[config.mk]
export PLATFORM = sky130hd
export DESIGN_NAME = i2c_ctl_regs
export DESIGN_NICKNAME = d
export VERILOG_FILES = /design/src/rtl/i2c_ctl_pkg.sv /design/src/rtl/i2c_ctl_decode.sv /design/src/rtl/i2c_scl_gen.sv /design/src/rtl/i2c_ctl_datapath.sv /design/src/rtl/i2c_ctl_regs.sv
export SDC_FILE = /design/constraint.sdc
export NUM_CORES = 1
export LEC_CHECK = 0
export BUFFER_PORTS_ARGS = -buffer_cell sky130_fd_sc_hd__buf_4
export CAP_MARGIN = 0
export CORE_ASPECT_RATIO = 0.6
export CORE_UTILIZATION = 48
export DETAILED_ROUTE_END_ITERATION = 8
export PLACE_DENSITY = 0.73
export SLEW_MARGIN = 20
export SYNTH_ARGS = -nofsm -noshare
export SYNTH_HDL_FRONTEND = slang
export SYNTH_SLANG_ARGS = --single-unit
[constraint.sdc]
create_clock -name clk -period 7.3 [get_ports clk]
set_input_delay 0.365 -clock clk [delete_from_list [all_inputs] [get_ports clk]]
set_output_delay 0.365 -clock clk [all_outputs]
set_load 0.005 [all_outputs]
[src/rtl/i2c_ctl_pkg.sv]
package i2c_ctl_pkg;
  localparam int CTL_W = 8;
  localparam int BIT_AA  = 2;
  localparam int BIT_SI  = 3;
  localparam int BIT_STO = 4;
  localparam int BIT_STA = 5;
  localparam int BIT_EN  = 6;
  localparam logic [CTL_W-1:0] CTL_MASK = 8'h7C;

  localparam int ADR_CTL_SET = 0;
  localparam int ADR_CTL_CLR = 1;
  localparam int ADR_SCL_HI  = 2;
  localparam int ADR_SCL_LO  = 3;

  typedef struct packed {
    logic setCtl;
    logic clrCtl;
    logic wrHi;
    logic wrLo;
    logic [CTL_W-1:0] data;
  } regStrobe_t;

  typedef enum logic [1:0] {
    SEL_CTL  = 2'd0,
    SEL_NONE = 2'd1,
    SEL_HI   = 2'd2,
    SEL_LO   = 2'd3
  } rdSel_e;
endpackage

[src/rtl/i2c_ctl_decode.sv]
module i2c_ctl_decode
  import i2c_ctl_pkg::*;
#(
  parameter int ADDR_W = 2
) (
  input  logic [ADDR_W-1:0] busAddr,
  input  logic              busWr,
  input  logic [CTL_W-1:0]  busWdata,
  output regStrobe_t        strb,
  output rdSel_e            rdSel
);
  logic hitSet, hitClr, hitHi, hitLo;

  assign hitSet = (busAddr == ADDR_W'(ADR_CTL_SET));
  assign hitClr = (busAddr == ADDR_W'(ADR_CTL_CLR));
  assign hitHi  = (busAddr == ADDR_W'(ADR_SCL_HI));
  assign hitLo  = (busAddr == ADDR_W'(ADR_SCL_LO));

  always_comb begin
    strb.setCtl = busWr && hitSet;
    strb.clrCtl = busWr && hitClr;
    strb.wrHi   = busWr && hitHi;
    strb.wrLo   = busWr && hitLo;
    strb.data   = busWdata;
    if (hitSet)      rdSel = SEL_CTL;
    else if (hitHi)  rdSel = SEL_HI;
    else if (hitLo)  rdSel = SEL_LO;
    else             rdSel = SEL_NONE;
  end

  // strobes are mutually exclusive
  always_comb begin
    a_r1_one_strobe: assert ($countones({strb.setCtl, strb.clrCtl, strb.wrHi, strb.wrLo}) <= 1);
  end
endmodule

[src/rtl/i2c_scl_gen.sv]
module i2c_scl_gen #(
  parameter int SCL_W = 8
) (
  input  logic             clk,
  input  logic             rstN,
  input  logic             run,
  input  logic [SCL_W-1:0] hiCount,
  input  logic [SCL_W-1:0] loCount,
  output logic             sclOut
);
  localparam logic [SCL_W-1:0] ONE = SCL_W'(1);

  logic [SCL_W-1:0] effHi, effLo, curLen, cnt;
  logic             sclR;

  assign effHi  = (hiCount == '0) ? ONE : hiCount;
  assign effLo  = (loCount == '0) ? ONE : loCount;
  assign curLen = sclR ? effHi : effLo;

  always_ff @(posedge clk) begin
    if (!rstN) begin
      sclR <= 1'b1;
      cnt  <= '0;
    end else if (!run) begin
      sclR <= 1'b1;
      cnt  <= '0;
    end else if (cnt >= curLen - ONE) begin
      sclR <= ~sclR;
      cnt  <= '0;
    end else begin
      cnt <= cnt + ONE;
    end
  end

  assign sclOut = sclR;

  // idle generator rests high
  a_r9_idle_high: assert property (@(posedge clk) disable iff (!rstN)
    !run |=> sclOut);
  // a run always begins in the high phase
  a_r8_start_high: assert property (@(posedge clk) disable iff (!rstN)
    $rose(run) |-> sclOut);
endmodule

[src/rtl/i2c_ctl_datapath.sv]
module i2c_ctl_datapath
  import i2c_ctl_pkg::*;
#(
  parameter int SCL_W     = 8,
  parameter int SCL_RESET = 4
) (
  input  logic             clk,
  input  logic             rstN,
  input  regStrobe_t       strb,
  input  rdSel_e           rdSel,
  input  logic             engClrSi,
  input  logic             engClrSto,
  output logic [CTL_W-1:0] rdata,
  output logic [CTL_W-1:0] ctlBits,
  output logic             sclOut
);
  logic [CTL_W-1:0] ctlReg, ctlNext, setMask, clrMask;
  logic [SCL_W-1:0] hiReg, loReg;
  logic             genRun;

  always_comb begin
    setMask = strb.setCtl ? (strb.data & CTL_MASK) : '0;
    clrMask = strb.clrCtl ? (strb.data & CTL_MASK) : '0;
    clrMask[BIT_SI]  = clrMask[BIT_SI]  | engClrSi;
    clrMask[BIT_STO] = clrMask[BIT_STO] | engClrSto;
    ctlNext = (ctlReg | setMask) & ~clrMask;
    if (!ctlNext[BIT_EN]) ctlNext[BIT_STO] = 1'b0;
  end

  always_ff @(posedge clk) begin
    if (!rstN) begin
      ctlReg <= '0;
      hiReg  <= SCL_W'(SCL_RESET);
      loReg  <= SCL_W'(SCL_RESET);
    end else begin
      ctlReg <= ctlNext;
      if (strb.wrHi) hiReg <= SCL_W'(strb.data);
      if (strb.wrLo) loReg <= SCL_W'(strb.data);
    end
  end

  always_comb begin
    unique case (rdSel)
      SEL_CTL:  rdata = ctlReg;
      SEL_HI:   rdata = CTL_W'(hiReg);
      SEL_LO:   rdata = CTL_W'(loReg);
      default:  rdata = '0;
    endcase
  end

  assign ctlBits = ctlReg;
  assign genRun  = ctlReg[BIT_EN] && ctlReg[BIT_STA];

  i2c_scl_gen #(.SCL_W(SCL_W)) u_sclGen (
    .clk     (clk),
    .rstN    (rstN),
    .run     (genRun),
    .hiCount (hiReg),
    .loCount (loReg),
    .sclOut  (sclOut)
  );

  // engine clear wins over anything else in the same cycle
  a_r3_eng_clr_si: assert property (@(posedge clk) disable iff (!rstN)
    engClrSi |=> !ctlBits[BIT_SI]);
  a_r3_eng_clr_sto: assert property (@(posedge clk) disable iff (!rstN)
    engClrSto |=> !ctlBits[BIT_STO]);
  // every bit written as one on the clear port is low afterwards
  a_r2_clear_takes: assert property (@(posedge clk) disable iff (!rstN)
    strb.clrCtl |=> ((ctlBits & $past(strb.data)) == '0));
  // a set of enable without competing clear raises it
  a_r1_set_en: assert property (@(posedge clk) disable iff (!rstN)
    strb.setCtl && strb.data[BIT_EN] |=> ctlBits[BIT_EN]);
  // a STOP set while disabled is dropped
  a_r6_sto_off: assert property (@(posedge clk) disable iff (!rstN)
    !ctlBits[BIT_EN] && !(strb.setCtl && strb.data[BIT_EN]) |=> !ctlBits[BIT_STO]);
  // written high count is read back next cycle
  a_r7_hi_write: assert property (@(posedge clk) disable iff (!rstN)
    strb.wrHi |=> (hiReg == $past(SCL_W'(strb.data))));
endmodule

[src/rtl/i2c_ctl_regs.sv]
module i2c_ctl_regs
  import i2c_ctl_pkg::*;
#(
  parameter int ADDR_W    = 2,
  parameter int SCL_W     = 8,
  parameter int SCL_RESET = 4
) (
  input  logic              clk,
  input  logic              rstN,
  input  logic [ADDR_W-1:0] busAddr,
  input  logic [7:0]        busWdata,
  input  logic              busWr,
  output logic [7:0]        busRdata,
  input  logic              engClrSi,
  input  logic              engClrSto,
  input  logic              sclIn,
  input  logic              sdaIn,
  output logic              engSclIn,
  output logic              engSdaIn,
  output logic              sclOut,
  output logic              ctlAa,
  output logic              ctlSi,
  output logic              ctlSto,
  output logic              ctlSta,
  output logic              ctlEn,
  output logic              notAddressed
);
  regStrobe_t       strb;
  rdSel_e           rdSel;
  logic [CTL_W-1:0] ctlBits;

  i2c_ctl_decode #(.ADDR_W(ADDR_W)) u_decode (
    .busAddr  (busAddr),
    .busWr    (busWr),
    .busWdata (busWdata),
    .strb     (strb),
    .rdSel    (rdSel)
  );

  i2c_ctl_datapath #(.SCL_W(SCL_W), .SCL_RESET(SCL_RESET)) u_datapath (
    .clk       (clk),
    .rstN      (rstN),
    .strb      (strb),
    .rdSel     (rdSel),
    .engClrSi  (engClrSi),
    .engClrSto (engClrSto),
    .rdata     (busRdata),
    .ctlBits   (ctlBits),
    .sclOut    (sclOut)
  );

  assign ctlAa        = ctlBits[BIT_AA];
  assign ctlSi        = ctlBits[BIT_SI];
  assign ctlSto       = ctlBits[BIT_STO];
  assign ctlSta       = ctlBits[BIT_STA];
  assign ctlEn        = ctlBits[BIT_EN];
  assign notAddressed = ~ctlBits[BIT_EN];
  assign engSclIn     = ctlBits[BIT_EN] ? sclIn : 1'b1;
  assign engSdaIn     = ctlBits[BIT_EN] ? sdaIn : 1'b1;
endmodule

Word level (Yosys, flattened, before mapping). Index checks and enable logic that the tools add are counted. Widths: inputs -> output; s select.

Bits in registers: 33. Bits in latches: 0. RAM bits: 0. ROM bits: 0. Bits of input ports: 17. Output and inout bits: 17. Memories: 0.

$add $sub $neg: 2. Multipliers: 0. Div/mod/pow operators: 0. $lt $le $gt $ge: 1. Eq/ne operators: 5. Shift-type cells: 0. Muxes and demuxes: 11. Bitwise gates (word level): 9. Reduce and logical (&&, ||, !) cells: 12.

Operators by type and width (count): $mux 8 (3); $pmux 8 s3 (1); $logic_not 8->1 (2); $mux 7 (2); $add 8x1->8 const B (1); $and 8x8->8 (1); $eq 2x2->1 const B (4); $ge 8x8->1 (1); $not 8->8 (1); $or 8x8->8 (1); $sub 8x1->8 const B (1); $mux 2 (3); $logic_and 1x1->1 (5); $logic_not 2->1 (2); $not 1->1 (4); $reduce_and 2->1 (2); $reduce_or 3->1 (1); $eq 2x1->1 const B (1); $mux 1 (2); $or 1x1->1 (2).

Longest topological paths before layout. Gate-level depths: netlist of the first run.

Depth after elaboration: 7. Gate-level depth with buffers: 14. Depth with buffers taken out: 13.

By module. From an unflattened synthesis of the first run, not the netlist that was laid out.

Cells, all modules: 216. Area total of the unflattened synthesis: 1924.3 sq um.

By module, submodules not included: i2c_ctl_datapath (instances 1, cells an instance 93, area each 939.7 sq um, sequential area each 420.4 sq um); i2c_scl_gen (instances 1, cells an instance 106, area each 868.3 sq um, sequential area each 180.2 sq um); i2c_ctl_decode (instances 1, cells an instance 14, area each 100.1 sq um, sequential area each 0.0 sq um); i2c_ctl_regs (instances 1, cells an instance 3, area each 16.3 sq um, sequential area each 0.0 sq um).

Worst setup path after synthesis of the first run. OpenSTA, ideal clock, no wires.

Path kind: register to register. Start point: register u_datapath.hiReg[1]. End point: register u_datapath.u_sclGen.cnt[2]. Arrival: 2.555 ns. Required time: 7.234 ns. Slack: 4.679 ns. Cell stages (with the launch flop): 14. Buffers on the path: 0. Clock period less this slack: 2.621 ns. Cells stage by stage: dfxtp_1 or4_4 o211ai_1 o21ai_0 ha_1 nand2_1 nor2_1 xor2_1 ha_1 nand4_1 a21oi_1 a21oi_2 nand4_2 nor2_1.

Cells in the longest elaborated chain, start to end: 6.

Ends and longest elaborated chain: start: declaration (RTL line i2c_ctl_datapath.sv:18) `logic [SCL_W-1:0] hiReg, loReg;`; start signal: assignment (RTL line i2c_ctl_datapath.sv:33) `hiReg <= SCL_W'(SCL_RESET);`; start signal: assignment (RTL line i2c_ctl_datapath.sv:37) `if (strb.wrHi) hiReg <= SCL_W'(strb.data);`; $logic_not 8->1 (RTL line i2c_scl_gen.sv:16) `assign effHi = (hiCount == '0) ? ONE : hiCount;`; $mux 8 (*) (RTL line i2c_scl_gen.sv:16); $mux 8 (*) (RTL line i2c_scl_gen.sv:18) `assign curLen = sclR ? effHi : effLo;`; $sub 8x1->8 (*) (RTL line i2c_scl_gen.sv:27) `end else if (cnt >= curLen - ONE) begin`; $ge 8x8->1 (*) (RTL line i2c_scl_gen.sv:27); $reduce_or 3->1 (no source line) (*); end signal: assignment (RTL line i2c_scl_gen.sv:31) `cnt <= cnt + ONE;`; end: declaration (RTL line i2c_scl_gen.sv:13) `logic [SCL_W-1:0] effHi, effLo, curLen, cnt;`.

Mark *: on every way between the ends. The rest lies on a longest branch, timed or not. A chain may end at the register's enable or synchronous reset.

Worst setup path in the final report of the first run.
Start point: register u_datapath.u_sclGen.sclR, in the netlist u_datapath.u_sclGen.sclOut. End point: register u_datapath.u_sclGen.cnt[5].

Cells in the longest elaborated chain, start to end: 4.

Ends and longest elaborated chain: start: declaration (RTL line i2c_scl_gen.sv:14) `logic sclR;`; start signal: assignment (RTL line i2c_scl_gen.sv:28) `sclR <= ~sclR;`; $mux 8 (RTL line i2c_scl_gen.sv:18); $sub 8x1->8 (RTL line i2c_scl_gen.sv:27); $ge 8x8->1 (RTL line i2c_scl_gen.sv:27); $reduce_or 3->1 (no source line).

No other way between the ends.

==> results, run 1 <==
- The type of the worst setup path is flip-flop to flip-flop.
- Detailed placement ended at an HPWL of 3400 microns.
- The sequential fraction of the synthesis area is 33.3%.
- By area the synthesized netlist is led by dfxtp_1, nand2_1, ha_1.
- The number of post-CTS setup repair buffers is 0.
- The mean number of vias per cell is around 5.7.
- Relative to the synthesized area, the layout overhead comes to 19.9%.
- For the worst-skew pair, the clock arrives at the later sink with an insertion delay of 0.28 ns.
- The post-route netlist has 21.3% of its cells at a drive strength greater than 1.
- VDD sags by at most 126 uV.
- Counting flops with a built-in enable in the synthesized netlist gives 0.
- After synthesis, the most frequently instantiated cells are nand2_1, dfxtp_1, a21oi_1.
- Derived from the worst setup path, the maximum achievable clock frequency is 322 MHz.
- The final standard cell area without fillers is 2160 sq um.
- The initial cell density of the core is 52.6%.
- The finished layout holds between 200 and 300 standard cells, fillers aside.
- After synthesis, the mean cell area works out to 8.08 sq um.
- The number of ports placed on the die boundary is 34.
- The count of max-cap constraint violations is 0.
- The most numerous cell in the Yosys netlist is nand2_1.
- In this run, post-CTS repair resized a total of 0 instances.
- The fraction of synthesized area in multiplexers is a little over 8%.
- The Yosys step of the flow raised 0 warnings.
- The synthesized netlist net count is 250.
- The final number of setup-violating endpoints is 0.
- The last weighted congestion value of the routability-driven placer is 0.893.
- The main combinational cell family by area after synthesis is simple AND/OR/NAND/NOR gates.
- The die height is 49.5 microns.
- The class of the worst hold path is input port to flip-flop.
- The most used flip-flop cell after synthesis is dfxtp_1.
- The repair_antennas step left the layout with diodes totalling 0.
- Counting tap cells, the placed design contains a total of 292 instances.
- The minimum clock period after layout is around 3.1 ns.
- After floorplanning, the core was divided into 16 placement rows.
- The adder and majority gate portion of the synthesized area is 6.94%.
- At the end of the flow the core is filled with cells to 63.1%.
- The worst setup path is captured at a flip-flop.
- For this design the ratio of total power to cell area is 184 nW/um^2.
- The post-route antenna net violation count is 0.
- After layout, the design draws a total of 397 uW.
- In this run the static leakage power is 0.928 nW.
- Clock-pin slew was measured on the worst setup and hold paths at 0.07 ns.
- The post-route clock period utilization is between 40% and 50%.
- The worst setup path is launched from a flip-flop.
- For this run, the detailed router's first-pass iteration total came to 4.
- CTS saw 30 sinks.
- The number of buffers inserted during clock tree synthesis is 5.
- The flow ran to the end, and the final reports show no timing, DRC or antenna violations.
- Of the total synthesized cell area, the portion taken by XOR and XNOR cells is 5.83%.
- The full die area is roughly 4000 sq um.
- The highest fanout seen on the critical path is 20.
- For the pin with the worst max-slew slack, the measured transition is 0.739 ns.
- In this run, the number of DRC markers left after iteration 0 of detailed routing was about 140.
- The routed design has 4470 microns of wire.
- The async set-or-reset flop fraction in the synthesized netlist is 0%.
- The number of global-route vias before repair came to between 1,500 and 2,000.
- After detailed routing, the average wire length per cell comes to 14.9 microns.
- Setup repair after global routing left no endpoint under its margin.
- The count of input and output buffers is 33.
- The count of cell types in the netlist is 40.
- The number of hold-slack violations in the final timing report is 0.
- Measured against its own limit, the worst slew margin works out to 50.6%.
- The CTS tree is done.
- The synthesized netlist devotes about 15% of its cell area to compound gates.
- Once placement finished, the instance area stood at a little over 2000 sq um.
- The total routing resource utilization after global routing is 25.0%.
- The root buffer cell is clkbuf_8.
- The critical path required time is 7.51 ns.
- The worst clock skew is 0.00532 ns.
- The cell type with the highest aggregate area in the netlist is dfxtp_1.
- Entering global routing, the biggest net connects 21 pins.
- The number of slew-limit violations in the final report is 0.
- The residual overflow from global routing is 0.
- The worst hold slack is approximately 0.23 ns.
- The horizontal die dimension is between 80 and 90 microns.
- At the placement stage, the worst setup path has a slack of 4.22 ns.
- Detailed routing inserted a total of 1,697 vias.
- The number of nets in the layout is 281.
- The top cell type's share of synthesized area is 33.3%.
- Data on the critical path arrives at its endpoint at 3.32 ns.
- The synthesized design contains 30 register bits.
- In this run the cell area of the synthesized design comes to 1800 sq um.
- The post-cts hold buffer count is 0.
- After floorplanning, the core was sized to cover 3420 sq um.
- The fill cell total of the finished layout is 324.
- The first global-routing pass estimated 7390 microns of wire.
- Synthesis produced roughly 220 cells.
- The DRC violation count after routing is 0.
- The number of antenna violations at the first check in global routing is 0.
- The longest clock path from root to sink contains 2 buffers.
- The total negative slack for setup checks is 0 ns.
- Summing the areas of all and, or, nand and nor instances in the mapped netlist gives a little over a quarter of the synthesized area.
- The clock tree synthesis step divided the H-tree into 2 levels.
- Once routing completed, OpenROAD measured the worst setup slack at 4.20 ns.
-- cell type report --
type / instances / area, sq um / share of cell area, %
timing repair buffer: 33 / 248 / 11.5
clock buffer: 6 / 82.6 / 3.82
tap: 45 / 56.3 / 2.61
inverter: 6 / 22.5 / 1.04
clock inverter: 1 / 30.0 / 1.39
multi-input combinational: 178 / 1120 / 51.9
sequential: 30 / 601 / 27.8
-- path summary, 6_finish.rpt --
kind,depth (start not counted),from,endpoint,slack (ns)
worst max-delay path,11,u_datapath.u_sclGen.sclOut$_SDFFE_PN1P_,u_datapath.u_sclGen.cnt[5]$_SDFF_PP0_,4.20
worst min-delay path,2,engClrSi,u_datapath.ctlBits[3]$_SDFF_PN0_,0.23
worst max register to register,11,u_datapath.u_sclGen.sclOut$_SDFFE_PN1P_,u_datapath.u_sclGen.cnt[5]$_SDFF_PP0_,4.20
worst min register to register,1,u_datapath.ctlBits[5]$_SDFF_PN0_,u_datapath.u_sclGen.sclOut$_SDFFE_PN1P_,0.48
-- critical path: stages, from the launching register on --
cell and delay (ns):
dfxtp_1 0.80, nor3b_2 0.38, o22ai_1 0.17, nor3_2 0.24, xor2_1 0.16, mux2i_1 0.10
ha_1 0.33, a21oi_1 0.14, o21ai_0 0.11, a21oi_2 0.18, nand4_2 0.25, nor2_1 0.16
-- metal layers --
metal | routed length, microns | track usage, % | share of wire, % | vias to the layer above
li1 | - | - | - | 839
met1 | 2140 | 38.5 | 48 | 774
met2 | 1730 | 32.9 | 39 | 80
met3 | 559 | 6.67 | 13 | 4
met4 | 35 | 8.04 | 0.78 | 0
met5 | 0 | 0 | 0 | -
-- placed cells by master (no fill, tap or decap) --
cell type  instances
a21oi_2            1
o221ai_1           1
nor3b_1            2
nand4_1            2
or3_1              1
xor2_1            10
dfxtp_1           30
clkbuf_8           6
a32oi_1            1
o211ai_1           1
a22o_1             5
or4_4              1
mux2i_1            8
ha_1              10
bufinv_16          1
nor3_1             5
nor3_2             1
nand3b_1           1
nor2_1            22
and2b_1            1
and3_1             3
a311oi_1           3
nand2b_1           3
o22ai_1            1
a2111o_1           1
nand4_2            1
inv_1              5
or2_2              1
nor3b_2            1
nand3_1            8
buf_4             33
mux2_2             6
clkinv_1           1
a21oi_1           23
nand2_1           41
a31o_2             1
or3_2              1
nor2b_1            4
o21ai_0            5
xnor2_1            2
-- kinds of logic (layout without fill, tap and decap cells) --
| family | count (synthesis) | count (layout) |
|---|---|---|
| xor+xnor | 12 | 12 |
| simple gates | 99 | 99 |
| mux | 14 | 14 |
| flops | 30 | 30 |
| compound gates | 43 | 43 |
| buf+inv | 15 | 46 |
| fa+ha+maj | 10 | 10 |
-- power by group --
group	leakage (nW)	internal (mW)	switching (mW)	total (mW)
clock	0.0573	0.109	0.0622	0.171
combinational	0.627	0.0254	0.0264	0.0518
sequential	0.243	0.168	0.00655	0.174
-- registers in the layout, indices dropped and copies added, names as in the netlist --
register	count
u_datapath.u_sclGen.sclOut	1
u_datapath.loReg	8
u_datapath.u_sclGen.cnt	8
u_datapath.hiReg	8
u_datapath.ctlBits	5
(Power assumes the default switching activity.)
==> run 2, diff against run 1 <==
clock period = 2.9 ns   (was 7.3 ns; I/O delays follow)
==> results, run 2 (same netlist as run 1, synthesis figures left out) <==
- The class of the worst hold path is input port to flip-flop.
- The worst setup path is of the flip-flop to flip-flop kind.
- The number of hold-slack violations in the final timing report is 0 (unchanged).
- The maximum count of clock buffers along a single path is 2 (unchanged).
- The full die area is 4010 sq um (unchanged).
- The DRC violation count after routing came to 0 (unchanged).
- The last weighted congestion value of the routability-driven placer is 0.919 (+2.9%).
- The headroom to the max-slew limit is 59.9% (+9.3 points).
- The die height is 49.5 microns (unchanged).
- The clock latency at the later pin of the worst-skew pair was 0.29 ns (about the same).
- The area of the core is 3420 sq um (unchanged).
- The met1 track utilization from global routing is 39.5% (+1.1 points).
- met1 is the most crowded layer.
- The buffers plus inverters on the worst setup path came to 0 (unchanged).
- STA classifies the critical path endpoint as a flip-flop.
- The maximum ir drop on the vdd rail is 341 uV (+170%).
- The startpoint class of the critical path is a flip-flop.
- The fraction of final layout cells sized beyond drive strength 1 is 27.5% (+6.3 points).
- The initial cell density of the core is 52.6% (unchanged).
- The post-route clock period utilization is 97.3% (+55 points).
- The post-CTS clock slew at the launch and capture registers of the worst setup and hold paths came to 0.06 ns (about the same).
- The number of antenna diodes was 0 (unchanged).
- The minimum clock period after layout is 2.82 ns (-0.279 ns).
- The arrival time of data at the critical path endpoint is 3.04 ns (-0.28 ns).
- The number of antenna violations at the first check in global routing came to 0 (unchanged).
- Setup repair after global routing could not meet its margin everywhere.
- The multi-input logic area was 1150 sq um (+2.8%).
- The first-pass GRT wire length was 7870 microns (+6.5%).
- The count of standard-cell rows came to 16 (unchanged).
- The largest registers in the layout are u_datapath.hiReg (8), u_datapath.loReg (8), u_datapath.u_sclGen.cnt (8).
- The number of global-route vias before repair is 1,583 (+3.4%).
- The areal power density over the cells is 446 nW/um^2 (+140%).
- The flow ran to the end, and the final reports show no timing, DRC or antenna violations.
- The maximum clock frequency was 354 MHz (+9.9%).
- The detailed placer's ending HPWL is 3520 microns (+3.6%).
- The horizontal die dimension is 81.1 microns (unchanged).
- The highest fanout seen on the critical path is 8 (-60%).
- The number of ports placed on the die boundary was 34 (unchanged).
- The met2 layer usage reported by global route is 34.3% (+1.4 points).
- The residual overflow from global routing came to 0 (unchanged).
- The mean number of vias per cell came to 5.55 (-2.2%).
- The power consumption came to 1.01 mW (+150%).
- The final number of setup-violating endpoints came to 0 (unchanged).
- The transition time at the pin with the least slew margin was 0.600 ns (-0.139 ns).
- The leakage dissipation came to 0.980 nW (+5.7%).
- The worst setup timing slack at the placement stage came to -0.0477 ns (-4.27 ns).
- The post-route core utilization is 66.3% (+3.1 points).
- The met3 capacity usage during global routing is 8.52% (+1.9 points).
- The number of clock sinks is 30 (unchanged).
- The pin count of the biggest net entering global routing is 19 (-9.5%).
- The most common cell after layout, fill and taps aside is buf_4.
- The worst clock skew is 0.00729 ns (+0.00197 ns).
- The number of nets in the layout came to 291 (+3.6%).
- The worst setup margin came to 0.0781 ns (-4.12 ns).
- The number of slew-limit violations in the final report was 0 (unchanged).
- The total routing resource utilization after global routing was 26.4% (+1.4 points).
- The signal on the critical path passes through or4_4 -> o211ai_1 -> o21ai_1 -> ha_2 -> nand2_2 -> nor2_2 -> xor2_1 -> ha_1 -> nand4_1 -> a21oi_2 -> a21oi_2 -> nand4_4 -> nor2_2.
- The post-detailed-route wirelength per cell is 15.3 microns (+2.6%).
- In this run the clock root is driven by a clkbuf_8.
- TritonCTS built the clock tree.
- The count of input and output buffers came to 33 (unchanged).
- The worst stage delay on the critical path came to 0.54 ns (-0.26 ns).
- The count of max-cap constraint violations came to 0 (unchanged).
- The detailed-route via count came to 1,720 (+1.4%).
- The sequential cell area came to 603 sq um (+0.42%).
- The fill cell total of the finished layout is 290 (-10%).
- The number of DRC violations after detailed-routing iteration 0 is 134 (-5.6%).
- The library cells used most frequently in the layout, excluding fill and tap cells, are buf_4, nand2_1, dfxtp_1, a21oi_1, nor2_1.
- The area overhead of the layout relative to synthesis is 25.9%.
- The post-route antenna net violation count is 0 (unchanged).
- The critical path required time is 3.12 ns (-4.39 ns).
- The level count of the clock H-tree is 2 (unchanged).
- The number of buffers inserted during clock tree synthesis is 5 (unchanged).
- The final wirelength is 4750 microns (+6.3%).
- The family with the most delay on the worst path is simple AND/OR/NAND/NOR gates.
- The first-pass detailed-route iteration total came to 4 (unchanged).
- The slowest stage cell on the critical path is or4_4.
run 2: cell count changes in the layout (fill, tap and decap cells not counted), moves of 2 or more:
cell      delta
buf_4        +9
o21ai_0      -3
o21ai_1      +3
clkinv_2     +2
nor2_1       -4
dfxtp_1      -2
nor2_2       +4
dfxtp_2      +2
run 2: final timing paths:
| path | start | cells past startpoint | endpoint | slack [ns] |
|---|---|---|---|---|
| worst max-delay path | u_datapath.hiReg[5]$_SDFFE_PN0P_ | 13 | u_datapath.u_sclGen.cnt[7]$_SDFF_PP0_ | 0.08 |
| worst min-delay path | engClrSi | 2 | u_datapath.ctlBits[3]$_SDFF_PN0_ | 0.01 |
| worst max register to register | u_datapath.hiReg[5]$_SDFFE_PN0P_ | 13 | u_datapath.u_sclGen.cnt[7]$_SDFF_PP0_ | 0.08 |
| worst min register to register | u_datapath.hiReg[7]$_SDFFE_PN0P_ | 2 | u_datapath.hiReg[7]$_SDFFE_PN0P_ | 0.48 |
run 2: layout make-up:
class                   instances  area share [%]
inverters                       6           0.993
clock buffers                   5            3.03
flip-flops and latches         30            26.6
well taps                      45            2.48
multi-input cells             178            50.8
repair buffers                 43            14.3
clock inverters                 3            1.77
run 2: power breakdown:
group | switching (mW) | internal, mW
registers | 0.0117 | 0.422
clock network | 0.172 | 0.253
logic | 0.0799 | 0.0728
total | 0.263 | 0.748
run 2: metrics by stage:
stage          cells  TNS, ns  instance area (sq um)  hold slack [ns]
5_1_grt          310   -0.401                   2270          0.00449
3_3_place_gp     300        0                   2110            0.313
6_report         310        0                   2270          0.00968
3_5_place_dp     300   -0.293                   2110            0.312
4_1_cts          309        0                   2240          0.00553
2_1_floorplan    223        0                   1800            0.217
run 2: routing by layer:
layer | part of all wire [%] | up-vias
met2 | 39 | 72
li1 | - | 860
met3 | 9.6 | 7
met5 | 0 | -
met4 | 1.3 | 0
met1 | 50 | 781
run 2: what timing repair did:
action                                  4_1_cts  5_1_grt
endpoints found under the setup margin        8        9
resized for setup                             2       12
setup buffers                                 0        1
endpoints found under the hold margin         1        0
hold buffers                                  1        0
cloned                                        0        0
pin swaps                                     1       14
run 2: worst reg2reg max path, delay by kind of cell (launching register included):
family | cells | cell delay [ns]
fa+ha+maj | 2 | 0.55
xor+xnor | 1 | 0.16
simple gates | 6 | 1.16
compound gates | 4 | 0.57
flops | 1 | 0.32
